--- src/rtl/addr_move_unit.sv ---
module addr_move_unit #(
  parameter int AW   = 24,
  parameter int DW   = 32,
  parameter int IMMW = 7,
  parameter int STEP = 4
) (
  input  logic          clk,
  input  logic          rst_n,
  input  logic          start,
  input  logic [3:0]    kind,
  input  logic [1:0]    mode,
  input  logic          base_is_sp,
  input  logic [AW-1:0] rs_val,
  input  logic [AW-1:0] rb_val,
  input  logic [AW-1:0] sp_val,
  input  logic [AW-1:0] pc_val,
  input  logic [AW-1:0] ofs,
  output logic          ready,
  output logic          mem_req,
  output logic          mem_we,
  output logic [AW-1:0] mem_addr,
  output logic [DW-1:0] mem_wdata,
  input  logic [DW-1:0] mem_rdata,
  input  logic          mem_ack,
  output logic          rd_we,
  output logic [AW-1:0] rd_data,
  output logic          ptr_we,
  output logic          ptr_is_sp,
  output logic [AW-1:0] ptr_data
);
  localparam logic [AW-1:0] STEP_V = AW'(STEP);
  localparam logic [AW-1:0] PC_INC = AW'(2);
  localparam logic [3:0] K_MOVR = 4'd0, K_MOVI = 4'd1, K_RDSP = 4'd2, K_RDPC = 4'd3,
                         K_SPWR = 4'd4, K_SPIM = 4'd5, K_LDB  = 4'd6, K_STB  = 4'd7,
                         K_LDS  = 4'd8, K_STS  = 4'd9, K_LDA  = 4'd10, K_STA = 4'd11;
  localparam logic [1:0] M_PLAIN = 2'd0, M_POSTI = 2'd1, M_POSTD = 2'd2, M_PRED = 2'd3;

  typedef enum logic [1:0] {S_IDLE, S_MEM, S_WB} st_t;
  st_t state;

  logic [AW-1:0] base, base_up, base_dn;
  logic          c_mem, c_rdw, c_ptrw, c_ptrsp;
  logic [AW-1:0] c_addr, c_rd, c_ptr;

  logic          st_q, rdw_q, ptrw_q, ptrsp_q;
  logic [AW-1:0] addr_q, rd_q, ptr_q, wd_q;
  wire           rdata_top_unused = ^mem_rdata[DW-1:AW];

  assign base    = base_is_sp ? sp_val : rb_val;
  assign base_up = base + STEP_V;
  assign base_dn = base - STEP_V;
  assign c_mem   = (kind >= K_LDB) && (kind <= K_STA);

  // operation decode
  always_comb begin
    c_addr  = base;
    c_rdw   = 1'b0;
    c_rd    = '0;
    c_ptrw  = 1'b0;
    c_ptrsp = 1'b1;
    c_ptr   = base_up;
    case (kind)
      K_MOVR: begin c_rdw = 1'b1; c_rd = rs_val; end
      K_MOVI: begin c_rdw = 1'b1; c_rd = {{(AW-IMMW){1'b0}}, ofs[IMMW-1:0]}; end
      K_RDSP: begin c_rdw = 1'b1; c_rd = {sp_val[AW-1:2], 2'b00}; end
      K_RDPC: begin c_rdw = 1'b1; c_rd = pc_val + PC_INC; end
      K_SPWR: begin c_ptrw = 1'b1; c_ptr = {rs_val[AW-1:2], sp_val[1:0]}; end
      K_SPIM: begin
        c_ptrw = 1'b1;
        c_ptr  = {{(AW-IMMW){1'b0}}, ofs[IMMW-1:2], sp_val[1:0]};
      end
      K_LDB, K_STB: begin
        c_rdw   = (kind == K_LDB);
        c_ptrsp = base_is_sp;
        c_ptrw  = (mode != M_PLAIN);
        c_ptr   = (mode == M_POSTI) ? base_up : base_dn;
        case (mode)
          M_PLAIN: c_addr = base + ofs;
          M_PRED:  c_addr = base_dn;
          default: c_addr = base;
        endcase
      end
      K_LDS, K_STS: begin c_rdw = (kind == K_LDS); c_addr = sp_val + ofs; end
      K_LDA, K_STA: begin c_rdw = (kind == K_LDA); c_addr = ofs; end
      default: ;
    endcase
  end

  // sequencing
  always_ff @(posedge clk) begin
    if (!rst_n) begin
      state   <= S_IDLE;
      st_q    <= 1'b0;
      rdw_q   <= 1'b0;
      ptrw_q  <= 1'b0;
      ptrsp_q <= 1'b0;
      addr_q  <= '0;
      rd_q    <= '0;
      ptr_q   <= '0;
      wd_q    <= '0;
    end else begin
      case (state)
        S_IDLE: if (start) begin
          st_q    <= c_mem & kind[0];
          rdw_q   <= c_rdw;
          ptrw_q  <= c_ptrw;
          ptrsp_q <= c_ptrsp;
          addr_q  <= c_addr;
          rd_q    <= c_rd;
          ptr_q   <= c_ptr;
          wd_q    <= rs_val;
          state   <= c_mem ? S_MEM : S_WB;
        end
        S_MEM: if (mem_ack) begin
          if (!st_q) rd_q <= mem_rdata[AW-1:0];
          state <= S_WB;
        end
        default: state <= S_IDLE;
      endcase
    end
  end

  assign ready     = (state == S_IDLE);
  assign mem_req   = (state == S_MEM);
  assign mem_we    = mem_req & st_q;
  assign mem_addr  = addr_q;
  assign mem_wdata = {{(DW-AW){1'b0}}, wd_q};
  assign rd_we     = (state == S_WB) & rdw_q;
  assign rd_data   = rd_q;
  assign ptr_we    = (state == S_WB) & ptrw_q;
  assign ptr_is_sp = ptrsp_q;
  assign ptr_data  = ptr_q;
endmodule


--- config.mk ---
export PLATFORM = sky130hd
export DESIGN_NAME = addr_move_unit
export DESIGN_NICKNAME = d
export VERILOG_FILES = /design/src/rtl/addr_move_unit.sv
export SDC_FILE = /design/constraint.sdc
export NUM_CORES = 1
export LEC_CHECK = 0
export CAP_MARGIN = 20
export CORE_MARGIN = 2
export CORE_UTILIZATION = 30
export DETAILED_ROUTE_END_ITERATION = 16
export DONT_BUFFER_PORTS = 1
export PLACE_DENSITY = 0.42
export SETUP_SLACK_MARGIN = 0.02
export SLEW_MARGIN = 0
export SYNTH_ARGS = -nofsm -noshare
export SYNTH_HDL_FRONTEND = slang
export SYNTH_SLANG_ARGS = --single-unit
--- constraint.sdc ---
create_clock -name clk -period 4.4 [get_ports clk]
set_input_delay 0.22 -clock clk [delete_from_list [all_inputs] [get_ports clk]]
set_output_delay 0.22 -clock clk [all_outputs]
set_load 0.1 [all_outputs]
==> metrics.yaml <==
outcome: "finished clean"
cts.sinks: 102
yosysWarnings: 0
leakage_nw: 4.39
grt_pass1_wl_mm: 69.0
hold_end: "mem_addr[19]$_SDFFE_PN0P_"
cp_common_cell: "a21o_1"
hp-class: "in -> reg"
antenna_found_initial: 0
nets: 1542
critical_path_buf_inv_count: 1
post-route-drc-count: 0
cts_buffers: 9
synthCells: 1348
core_um2: 33700
p_per_area_nw_per_um2: 326
vias: 10400
hold_path_depth: 2
crit_chain: "mux2i_1, inv_1, ha_1, a21o_1, a21o_1, a21oi_1, o211a_1, o31ai_1, a41oi_1, xnor2_1, a222oi_1, o211ai_1"
synth_cell_types: 99
drive_gt1_share_pct: 9.47
detail-route-antenna-nets: 0
gp_congestion: 0.910
slowest_delay_ns: 0.49
tightest_slew_ns: 1.09
drv_slew: 0
slew_headroom_pct: 27.4
synth_top_area_share_pct: 19.8
cp_num_cells: 12
ir_drop_mv: 0.157
cp-end-kind: "register"
crit_required_ns: 4.65
crit_fanout: 47
worst_hold_slack_ns: 0.0164
htree_levels: 3
reg2reg_depth: 7
cp-start-kind: "input pin"
core.rowCount: 67
post-route-period-util_pct: 69.9
die_w_um: 190
async_flop_share_pct: 0
finClkSkew_ns: 0.00994
syn_area_um2: 10300
holdCritStartpoint: "rst_n"
setup_violations: 0
track_usage_pct: 25.6
tritoncts: "done"
yosys-top-cells-area: "dfxtp_1 20%, nand2_1 6.6%, ha_1 6.3%, xnor2_1 5.4%, a21oi_1 4.8%"
viasPerCell: 5.85
critical_path_class: "in -> reg"
r2r_end: "mem_addr[7]$_SDFFE_PN0P_"
syn_to_final_growth_pct: 10.3
grt_max_degree: 79
dpl.cell_count: 1734
maxCapViolations: 0
synth-edff-count: 0
yosysTopAreaCell: "dfxtp_1"
grt_overflow: 0
crit_family: "compound AO/OA/AOI/OAI gates"
ios: 273
clockRootBuffer: "clkbuf_16"
ys.flop_type: "dfxtp_1"
drt_iter0_drc: 697
tns_ns: 0
dp_hpwl_mm: 35.6
layout_common_cells: "181 x nand2_1, 102 x dfxtp_1, 99 x nor2_1, 99 x a21oi_1, 72 x o21ai_0"
numPortBuffers: 0
hold_viol_final: 0
cpMaxStageDelayCell: "mux2i_1"
p_total_mw: 3.71
dieArea_um2: 35900
fmax_ghz: 0.325
path_clk_slew_ns: 0.09
finalWirelength_mm: 46.9
rsz0062_at_grt: "no"
place_area_um2: 10700
r2r_start: "state[0]$_SDFFE_PN0P_"
fin_cells: 1778
ys_ff_latch: 102
seq_area_frac_synth_pct: 19.8
clock_latency_ns: 0.37
ff2ff_setup_slack_ns: 1.73
antenna_cells: 0
die_h_um: 190
clockBufferDepth: 2
num-fill-cells: 3601
final_area_um2: 11400
start_util_pct: 30.6
cp.arrival_ns: 3.33
grt_pass1_vias: 10200
mostFrequentLayoutCell: "nand2_1"
layout_min_cycle_time_ns: 3.08
avgSynthCellArea_um2: 7.66
drtPass1Iterations: 6
route.detailed.wl_per_inst_um: 26.4
cell usage after synthesis, drive strengths merged, types with 31 or more instances:
cell type	number
inv	33
a21boi	42
xnor2	64
nor2	103
o211a	33
a21oi	101
nand2	182
o211ai	36
nand3	31
dfxtp	102
clkbuf	79
ha	52
o21ai	81
nor3	33
final cells by class:
cell class | instances | area [um2] | share of cell area [%]
Multi-Input combinational cell | 1121 | 7780 | 68.3
Sequential cell | 102 | 2040 | 17.9
Tap cell | 448 | 561 | 4.92
Timing Repair Buffer | 58 | 553 | 4.86
Clock buffer | 11 | 243 | 2.13
Inverter | 33 | 124 | 1.09
Clock inverter | 5 | 90.1 | 0.791
cells by family (layout without fill, tap and decap cells):
logic type / count (synthesis) / count (layout) / share of synthesized area (%)
XOR/XNOR: 90 / 90 / 7.63
other: 1 / 8 / 0.0363
AO/OA/AOI/OAI: 472 / 472 / 33.0
AND/OR/NAND/NOR: 452 / 452 / 21.8
flip-flops: 102 / 102 / 19.8
buffers and inverters: 132 / 107 / 5.52
adder cells (fa/ha/maj): 54 / 54 / 6.69
multiplexers: 45 / 45 / 5.54
what timing repair did:
action,CTS,global route
hold buffers,27,0
buffers inserted,0,0
gates resized for setup,0,0
endpoints found under the setup margin,0,0
hold endpoints to repair,83,0
worst max path at each step:
stage | from | end | slack [ns]
4_1_cts | state[0]$_SDFFE_PN0P_ | rd_data[3]$_SDFFE_PN0P_ | 1.32
6_report | base_is_sp | mem_addr[22]$_SDFFE_PN0P_ | 1.32
3_5_place_dp | base_is_sp | mem_addr[22]$_SDFFE_PN0P_ | 0.95
5_1_grt | base_is_sp | mem_addr[22]$_SDFFE_PN0P_ | 1.21
2_1_floorplan | state[0]$_SDFFE_PN0P_ | rd_data[10]$_SDFFE_PN0P_ | 0.73
3_3_place_gp | base_is_sp | mem_addr[22]$_SDFFE_PN0P_ | 1.02
worst reg2reg max path, delay by kind of cell, from the launching register on:
kind,cells,cell delay (ns)
simple gates,2,0.63
compound gates,3,1.06
buf+inv,2,0.53
flops,1,0.38
report_power, final:
group | total, mW | switching [mW] | internal (mW)
registers | 1.65 | 0.643 | 1.00
clock network | 0.960 | 0.435 | 0.525
logic | 1.10 | 0.672 | 0.430
total | 3.71 | 1.75 | 1.96
sequential cells by signal, summed over array words and instances, names as in the netlist:
name	cells
mem_addr	24
ptr_data	24
ptr_is_sp	1
ptrw_q	1
rd_data	24
rdw_q	1
st_q	1
state	2
wd_q	24
metal layers:
| metal | share of wire, % | vias up | global-route usage, % |
|---|---|---|---|
| met5 | 0 | - | 0 |
| met4 | 1.3 | 0 | 4.98 |
| met3 | 9.2 | 33 | 7.42 |
| met2 | 43 | 364 | 40.1 |
| met1 | 46 | 5041 | 34.9 |
| li1 | - | 4970 | - |
metrics by stage:
step	worst slack, ns	utilization [%]
3_3_place_gp	1.02	31.9
4_1_cts	1.32	33.7
3_5_place_dp	0.950	31.9
6_report	1.32	33.8
2_1_floorplan	0.732	-
5_1_grt	1.21	33.8
(Power assumes the default switching activity.)
